`src/rtl/mode_ctl_pkg.sv`:
```
package mode_ctl_pkg;

  localparam int PRIO_W = 4;

  typedef enum logic [1:0] {
    MODE_SINGLE = 2'b00,
    MODE_EXPAND = 2'b01,
    MODE_BOOT   = 2'b10,
    MODE_TEST   = 2'b11
  } op_mode_e;

  // Field order is the bus layout: boot map in the MSB, priority in the LSBs.
  typedef struct packed {
    logic              boot;
    logic              spec;
    logic              expand;
    logic              vis;
    logic [PRIO_W-1:0] prio;
  } ctl_reg_t;

  localparam int REG_W = $bits(ctl_reg_t);

  function automatic ctl_reg_t reset_image(input logic pin_a, input logic pin_b,
                                           input logic [PRIO_W-1:0] prio_rst);
    ctl_reg_t r;
    r.spec   = ~pin_b;
    r.expand = pin_a;
    r.boot   = ~pin_b;
    r.vis    = ~pin_b & pin_a;
    r.prio   = prio_rst;
    return r;
  endfunction

endpackage

```
`src/rtl/mode_ctl_capture.sv`:
```
module mode_ctl_capture
  import mode_ctl_pkg::*;
#(
  parameter logic [PRIO_W-1:0] PRIO_RST = 4'b0101
) (
  input  logic             clk,
  input  logic             rst_n,
  input  logic             pin_a,
  input  logic             pin_b,
  input  logic             wr_hit,
  input  logic [REG_W-1:0] wdata,
  output ctl_reg_t         q
);

  ctl_reg_t wr_img;
  ctl_reg_t nxt;

  assign wr_img = ctl_reg_t'(wdata);

  always_comb begin
    nxt = q;
    if (wr_hit) begin
      // special can only fall
      nxt.spec   = q.spec & wr_img.spec;
      // expand is open only while special was set before the write
      nxt.expand = q.spec ? wr_img.expand : q.expand;
      // boot map survives only while special stays set
      nxt.boot   = nxt.spec & wr_img.boot;
      nxt.vis    = wr_img.vis;
      nxt.prio   = wr_img.prio;
    end
  end

  // Pins are sampled on every clock while reset is low; the last sample stays.
  always_ff @(posedge clk) begin
    if (!rst_n) q <= reset_image(pin_a, pin_b, PRIO_RST);
    else        q <= nxt;
  end

  p_spec_never_rises_r3: assert property (@(posedge clk) disable iff (!rst_n)
    $past(rst_n) |-> !$rose(q.spec));

  p_expand_locked_r4: assert property (@(posedge clk) disable iff (!rst_n)
    ($past(rst_n) && !$past(q.spec)) |-> $stable(q.expand));

  p_boot_needs_spec_r5: assert property (@(posedge clk) disable iff (!rst_n)
    q.boot |-> q.spec);

  p_write_lands_r10: assert property (@(posedge clk) disable iff (!rst_n)
    wr_hit |=> (q.prio == $past(wdata[PRIO_W-1:0])) && (q.vis == $past(wdata[PRIO_W])));

endmodule

```
`src/rtl/mode_ctl_addr_dec.sv`:
```
module mode_ctl_addr_dec #(
  parameter int                           ADDR_W   = 16,
  parameter logic [ADDR_W-1:0]            REG_ADDR = 16'h003C,
  parameter logic [ADDR_W-1:0]            BOOT_LO  = 16'hBF40,
  parameter logic [ADDR_W-1:0]            BOOT_HI  = 16'hBFFF,
  parameter int                           N_INT    = 2,
  parameter logic [N_INT-1:0][ADDR_W-1:0] INT_LO   = {16'hF000, 16'h0000},
  parameter logic [N_INT-1:0][ADDR_W-1:0] INT_HI   = {16'hFFFF, 16'h00FF}
) (
  input  logic              clk,
  input  logic              rst_n,
  input  logic [ADDR_W-1:0] addr,
  input  logic              boot_en,
  output logic              reg_hit,
  output logic              boot_sel,
  output logic              int_hit
);

  logic [N_INT-1:0] region_hit;
  logic             boot_win;

  for (genvar g = 0; g < N_INT; g++) begin : g_region
    assign region_hit[g] = (addr >= INT_LO[g]) && (addr <= INT_HI[g]);
  end

  assign reg_hit  = (addr == REG_ADDR);
  assign boot_win = (addr >= BOOT_LO) && (addr <= BOOT_HI);
  assign boot_sel = boot_win & boot_en;
  assign int_hit  = (|region_hit) | boot_sel;

  p_rom_sel_needs_map_r6: assert property (@(posedge clk) disable iff (!rst_n)
    boot_sel |-> boot_en);

  p_rom_sel_is_internal_r9: assert property (@(posedge clk) disable iff (!rst_n)
    boot_sel |-> int_hit);

endmodule

```
`src/rtl/mode_ctl_out.sv`:
```
module mode_ctl_out
  import mode_ctl_pkg::*;
(
  input  logic       clk,
  input  logic       rst_n,
  input  ctl_reg_t   q,
  input  logic       rd_en,
  input  logic       int_hit,
  output logic [1:0] mode,
  output logic       special,
  output logic       expanded,
  output logic       boot_map,
  output logic       e_clk_low,
  output logic       int_rd_drive
);

  op_mode_e m;

  assign m            = op_mode_e'({q.spec, q.expand});
  assign mode         = m;
  assign special      = q.spec;
  assign expanded     = q.expand;
  assign boot_map     = q.boot;
  assign e_clk_low    = q.vis && (m == MODE_SINGLE || m == MODE_BOOT);
  assign int_rd_drive = rd_en && int_hit && q.vis && (m == MODE_EXPAND || m == MODE_TEST);

  p_eclk_single_only_r8: assert property (@(posedge clk) disable iff (!rst_n)
    e_clk_low |-> !expanded);

  p_drive_needs_read_r9: assert property (@(posedge clk) disable iff (!rst_n)
    int_rd_drive |-> (rd_en && expanded && !e_clk_low));

  p_drive_eclk_exclusive_r7: assert property (@(posedge clk) disable iff (!rst_n)
    $countones({int_rd_drive, e_clk_low}) <= 1);

endmodule

```
`src/rtl/mode_ctl_reg.sv`:
```
module mode_ctl_reg
  import mode_ctl_pkg::*;
#(
  parameter int                ADDR_W   = 16,
  parameter logic [ADDR_W-1:0] REG_ADDR = 16'h003C,
  parameter logic [ADDR_W-1:0] BOOT_LO  = 16'hBF40,
  parameter logic [ADDR_W-1:0] BOOT_HI  = 16'hBFFF,
  parameter logic [PRIO_W-1:0] PRIO_RST = 4'b0101
) (
  input  logic              clk,
  input  logic              rst_n,
  input  logic              mode_sel_a_i,
  input  logic              mode_sel_b_i,
  input  logic [ADDR_W-1:0] addr_i,
  input  logic [REG_W-1:0]  wdata_i,
  input  logic              rd_en_i,
  input  logic              wr_en_i,
  output logic [REG_W-1:0]  rdata_o,
  output logic [1:0]        mode_o,
  output logic              special_o,
  output logic              expanded_o,
  output logic              boot_map_o,
  output logic              boot_rom_sel_o,
  output logic              e_clk_low_o,
  output logic              int_rd_drive_o
);

  ctl_reg_t q;
  logic     reg_hit;
  logic     int_hit;

  mode_ctl_addr_dec #(
    .ADDR_W  (ADDR_W),
    .REG_ADDR(REG_ADDR),
    .BOOT_LO (BOOT_LO),
    .BOOT_HI (BOOT_HI)
  ) u_dec (
    .clk     (clk),
    .rst_n   (rst_n),
    .addr    (addr_i),
    .boot_en (q.boot),
    .reg_hit (reg_hit),
    .boot_sel(boot_rom_sel_o),
    .int_hit (int_hit)
  );

  mode_ctl_capture #(
    .PRIO_RST(PRIO_RST)
  ) u_cap (
    .clk   (clk),
    .rst_n (rst_n),
    .pin_a (mode_sel_a_i),
    .pin_b (mode_sel_b_i),
    .wr_hit(wr_en_i && reg_hit),
    .wdata (wdata_i),
    .q     (q)
  );

  mode_ctl_out u_out (
    .clk         (clk),
    .rst_n       (rst_n),
    .q           (q),
    .rd_en       (rd_en_i),
    .int_hit     (int_hit),
    .mode        (mode_o),
    .special     (special_o),
    .expanded    (expanded_o),
    .boot_map    (boot_map_o),
    .e_clk_low   (e_clk_low_o),
    .int_rd_drive(int_rd_drive_o)
  );

  assign rdata_o = (rd_en_i && reg_hit) ? REG_W'(q) : '0;

  p_rdata_idle_zero_r2: assert property (@(posedge clk) disable iff (!rst_n)
    !rd_en_i |-> (rdata_o == '0));

endmodule

```
`config.mk`:
```
export PLATFORM = sky130hd
export DESIGN_NAME = mode_ctl_reg
export DESIGN_NICKNAME = d
export VERILOG_FILES = /design/src/rtl/mode_ctl_pkg.sv /design/src/rtl/mode_ctl_capture.sv /design/src/rtl/mode_ctl_addr_dec.sv /design/src/rtl/mode_ctl_out.sv /design/src/rtl/mode_ctl_reg.sv
export SDC_FILE = /design/constraint.sdc
export NUM_CORES = 1
export LEC_CHECK = 0
export BUFFER_PORTS_ARGS = -buffer_cell sky130_fd_sc_hd__buf_4
export CAP_MARGIN = 20
export CELL_PAD_IN_SITES_DETAIL_PLACEMENT = 0
export CELL_PAD_IN_SITES_GLOBAL_PLACEMENT = 1
export CORE_ASPECT_RATIO = 1.5
export CORE_MARGIN = 2
export CORE_UTILIZATION = 25
export CTS_CLUSTER_DIAMETER = 60
export DETAILED_ROUTE_END_ITERATION = 10
export PLACE_DENSITY_LB_ADDON = 0.1
export SETUP_SLACK_MARGIN = 0.15
export SYNTH_ARGS = -nofsm -noshare
export SYNTH_HDL_FRONTEND = slang
export SYNTH_SLANG_ARGS = --single-unit
```
`constraint.sdc`:
```
create_clock -name clk -period 2.65 [get_ports clk]
set_input_delay 0.3975 -clock clk [delete_from_list [all_inputs] [get_ports clk]]
set_output_delay 0.3975 -clock clk [all_outputs]
set_load 0.005 [all_outputs]
```
=== After elaboration in Yosys (flattened, before gate mapping) ===
Cells that the tools add are included.

* Order comparisons: 6
* Equality and inequality tests: 6
* Muxes and demuxes: 4
* Bitwise logic cells: 6
* Reduce and logical (&&, ||, !) cells: 14

{| class="wikitable"
|+ Operators by type and width
! cell !! number
|-
| greater-or-equal comparator 16 bit (second input constant) || 2
|-
| less-or-equal comparator 16 bit (second input constant) || 2
|-
| two-way mux 8 bit || 3
|-
| equality test 16 x 6 -> 1 bit (second input constant) || 1
|-
| greater-or-equal comparator 16 x 1 -> 1 bit (second input constant) || 1
|-
| less-or-equal comparator 16 x 8 -> 1 bit (second input constant) || 1
|-
| logical AND 1 bit || 9
|-
| AND 1 bit || 4
|-
| equality test 2 bit (second input constant) || 2
|-
| inequality test 2 x 1 -> 1 bit (second input constant) || 2
|-
| equality test 2 x 1 -> 1 bit (second input constant) || 1
|-
| logical NOT 2 bit || 1
|-
| logical OR 1 bit || 2
|-
| AND reduction 2 bit || 1
|-
| OR reduction 2 bit || 1
|-
| two-way mux 1 bit || 1
|-
| NOT 1 bit || 1
|-
| OR 1 bit || 1
|}

* Register bits: 8
* Input bits: 30

=== Logic depth before layout (Yosys ltp) ===
* Depth in word-level cells: 7
* Mapped depth: 5
* Gate-level depth less buffers: 4

=== Cells and area by module ===
Synthesis repeated with hierarchy kept, for this count alone.

* Cells, all modules: 59
* Area, all modules: 556.8 µm²

{| class="wikitable"
|+ Modules (own cells, without submodules)
! module !! instances !! cells an instance !! area an instance (µm²) !! sequential area each (µm²)
|-
| mode_ctl_capture || 1 || 30 || 355.3 || 200.2
|-
| mode_ctl_addr_dec || 1 || 13 || 91.3 || 0.0
|-
| mode_ctl_reg || 1 || 9 || 57.6 || 0.0
|-
| mode_ctl_out || 1 || 7 || 52.6 || 0.0
|}

=== Least setup slack after synthesis ===
No wires, ideal clock.

* Kind: input port to output port
* From: in addr_i[13]
* To: out rdata_o[0]
* Arrival: 1.646 ns
* Data required time: 2.253 ns
* Path slack: 0.606 ns
* Cell stages on the path: 4
* Cells stage by stage: or4_4 nor4_4 buf_6 and3_1

* Cells in the longest elaborated chain, start to end: 3

{| class="wikitable"
|+ RTL lines
! what !! RTL line !! source
|-
| start, declared || mode_ctl_reg.sv:14 || <nowiki>input logic [ADDR_W-1:0] addr_i,</nowiki>
|-
| equality test 16 x 6 -> 1 bit || mode_ctl_addr_dec.sv:26 || <nowiki>assign reg_hit = (addr == REG_ADDR);</nowiki>
|-
| logical AND 1 bit || mode_ctl_reg.sv:73 || <nowiki>assign rdata_o = (rd_en_i && reg_hit) ? REG_W'(q) : '0;</nowiki>
|-
| two-way mux 8 bit || mode_ctl_reg.sv:73 ||
|-
| end, declared || mode_ctl_reg.sv:18 || <nowiki>output logic [REG_W-1:0] rdata_o,</nowiki>
|}

Every way passes these cells.

=== Worst setup path in the final report ===
* From: in addr_i[13]
* To: out rdata_o[6]

The elaborated chain is that of the path after synthesis.

==> results.toml <==
[worst_setup_path]
crit_arrival_ns = 1.84
reg2reg_depth = 2
rrSetupSlack_ns = 1.68
critPathKind = "in2out"
worst_ep_required_time_ns = 2.25
crit_path_end_kind = "output port"
start_kind = "input port"
worst-path-max-fanout = 14
reg2reg_to = "u_cap.q[7]"
worstReg2RegStart = "u_cap.q[6]"

[routing]
wl_met3_um = 190
ant_nets = 0
drt_iter0_markers = 25
wirelength_um = 1760
post-route-drc-count = 0
highest_layer = "met4"
wire_per_inst_um = 13.6
via_per_inst = 5.22
wl_met2_um = 904
wl_met1_um = 641
dr.pass1.iters = 4
num_vias = 674

[clock_tree]
htree_levels = 1
ctsHoldBuffers = 0
clockBufferDepth = 2
ctsResizeCount = 0
cts_setup_buffers = 0
cts.sinks = 8
cts_root_buf = "clkbuf_4"
clkTransAtPathRegs_ns = 0.05
clk_latency_ns = 0.26
cts_tree = "yes"
cts_buffers = 3

[die]
num_rows = 20
core_um2 = 2050
die-area_um2 = 2620
initial_utilization = 0.270
die_h_um = 61.7
die_w_um = 42.4
pin_count = 46

[placed_design]
portBuffers = 45
placed_area_um2 = 897
hpwl_um = 1420
post-place-ws_ns = 0.414
gp_congestion = 0.728
place_inst = 125

[layout]
antenna-diode-count = 0
biggestRegsByFlops = "u_cap.q: 8 flops"
drive_gt1_frac = 0.523
final_nets = 138
fillers = 221
syn_to_final_growth_pct = 66.6
final_cells = 129
largest_reg_flops = 8
top_register = "u_cap.q"
final_area_um2 = 923

[global_routing]
antenna_found_initial = 0
grt_pass1_vias = 665
grt_first_pass_wirelength_um = 2800
grt_use_total = 0.140
grt-ovfl-total = 0
grt_max_degree = 15

[sta]
skew_ns = 0.000140
hold_viol_final = 0
final.setup.tns_ns = 0
tightest_slew_ns = 0.257
setup_viol = 0
relSlewSlack = 0.828
fmax_mhz = 446
finalMaxSlewViolations = 0
period_share = 0.845
rsz0062_at_grt = "false"
setup_ws_ns = 0.410
min_period_ns = 2.24

[synthesis]
syn_nets = 91
syn_area_um2 = 554
synth_top_cell_area_share = 0.217
synth_flop_cell = "edfxtp_1"
synth-seq-cells = 8
synthCells = 61
yosysMostFrequentCell = "and3_1"
synth_edf_count = 4
synthArstFlopShare = 0
seq_area_frac_synth = 0.361
synth_cell_types = 28
ys_warn_count = 0
avgSynthCellArea_um2 = 9.09
synth_area_leaders = "edfxtp_1 (22%), dfxtp_1 (14%), and3_1 (9.0%)"
synthTopCellsByCount = "and3_1 (8), inv_1 (5)"
yosysTopAreaCell = "edfxtp_1"

[worst_hold_path]
holdPathEnd = "u_cap.q[2]"
hold_depth = 2
hp-start = "rst_n"
hp-class = "in2reg"

[outcome]
run_status = "finished clean"

[pwr]
powerDensity_nw_per_um2 = 335
p_leak_nw = 0.461
ir_drop_v = 0.000165

[job]
drv_cap = 0
-- critical path: stages --
cell and delay (ns):
buf_4 0.11, or4_4 0.56, nor4_4 0.26, buf_4 0.22, and3_1 0.18, buf_4 0.11
-- stage by stage --
step | util | power (mW) | hold slack [ns]
after floorplan | - | 0.161 | 0.444
after global placement | 0.437 | 0.211 | 0.467
after detailed placement | 0.437 | 0.211 | 0.467
after CTS | 0.450 | 0.314 | 0.396
after global routing | 0.450 | 0.325 | 0.411
final | 0.450 | 0.309 | 0.406
-- cell families (layout without fill, tap and decap cells) --
family,after synthesis,after routing,share of synthesized area
flops,8,8,0.361
simple gates,28,28,0.366
buf+inv,9,55,0.0880
compound gates,16,16,0.185
-- area by class of cell --
class | instances | area, µm² | area share
Clock buffer | 4 | 26.3 | 0.0285
Inverter | 5 | 18.8 | 0.0203
Tap cell | 22 | 27.5 | 0.0298
Sequential cell | 8 | 200 | 0.217
Timing Repair Buffer | 46 | 345 | 0.374
Multi-Input combinational cell | 44 | 305 | 0.331
-- report_power, final --
part	internal, mW	switching [mW]	leakage (nW)
clock network	0.0578	0.0440	0.0150
registers	0.136	0.00485	0.0708
logic	0.0425	0.0244	0.376
total	0.236	0.0733	0.461
-- worst max-delay path by stage --
stage	from	endpoint	slack (ns)	cells past startpoint
6_report	addr_i[13]	rdata_o[6]	0.41	6
3_5_place_dp	addr_i[13]	rdata_o[6]	0.41	6
4_1_cts	addr_i[13]	rdata_o[6]	0.41	6
2_1_floorplan	addr_i[13]	rdata_o[0]	0.61	4
5_1_grt	addr_i[13]	rdata_o[6]	0.36	6
3_3_place_gp	addr_i[13]	rdata_o[0]	0.43	6
-- per-layer routing --
layer / vias to the layer above / global-route usage
met5: - / 0
met2: 37 / 0.244
li1: 326 / -
met4: 0 / 0.0804
met3: 2 / 0.0352
met1: 309 / 0.156
-- layout by cell type (no fill, tap or decap) --
master / n
nor2_2: 1
o21ai_1: 2
or4bb_4: 1
nand2_1: 1
nand2_2: 1
nand3_1: 4
inv_1: 5
clkbuf_1: 1
o32ai_1: 1
o22ai_1: 2
nor2b_1: 1
nor4_4: 1
nor3_1: 4
a21oi_1: 4
nand4bb_1: 1
nand4_1: 2
clkbuf_4: 3
buf_4: 46
and3_1: 8
a31o_1: 1
or4_1: 1
o2111a_1: 1
o211ai_1: 1
dfxtp_1: 4
o21ai_0: 3
a21o_2: 1
edfxtp_1: 4
or4_4: 2
Note: power is estimated with default switching activity, not from simulation.
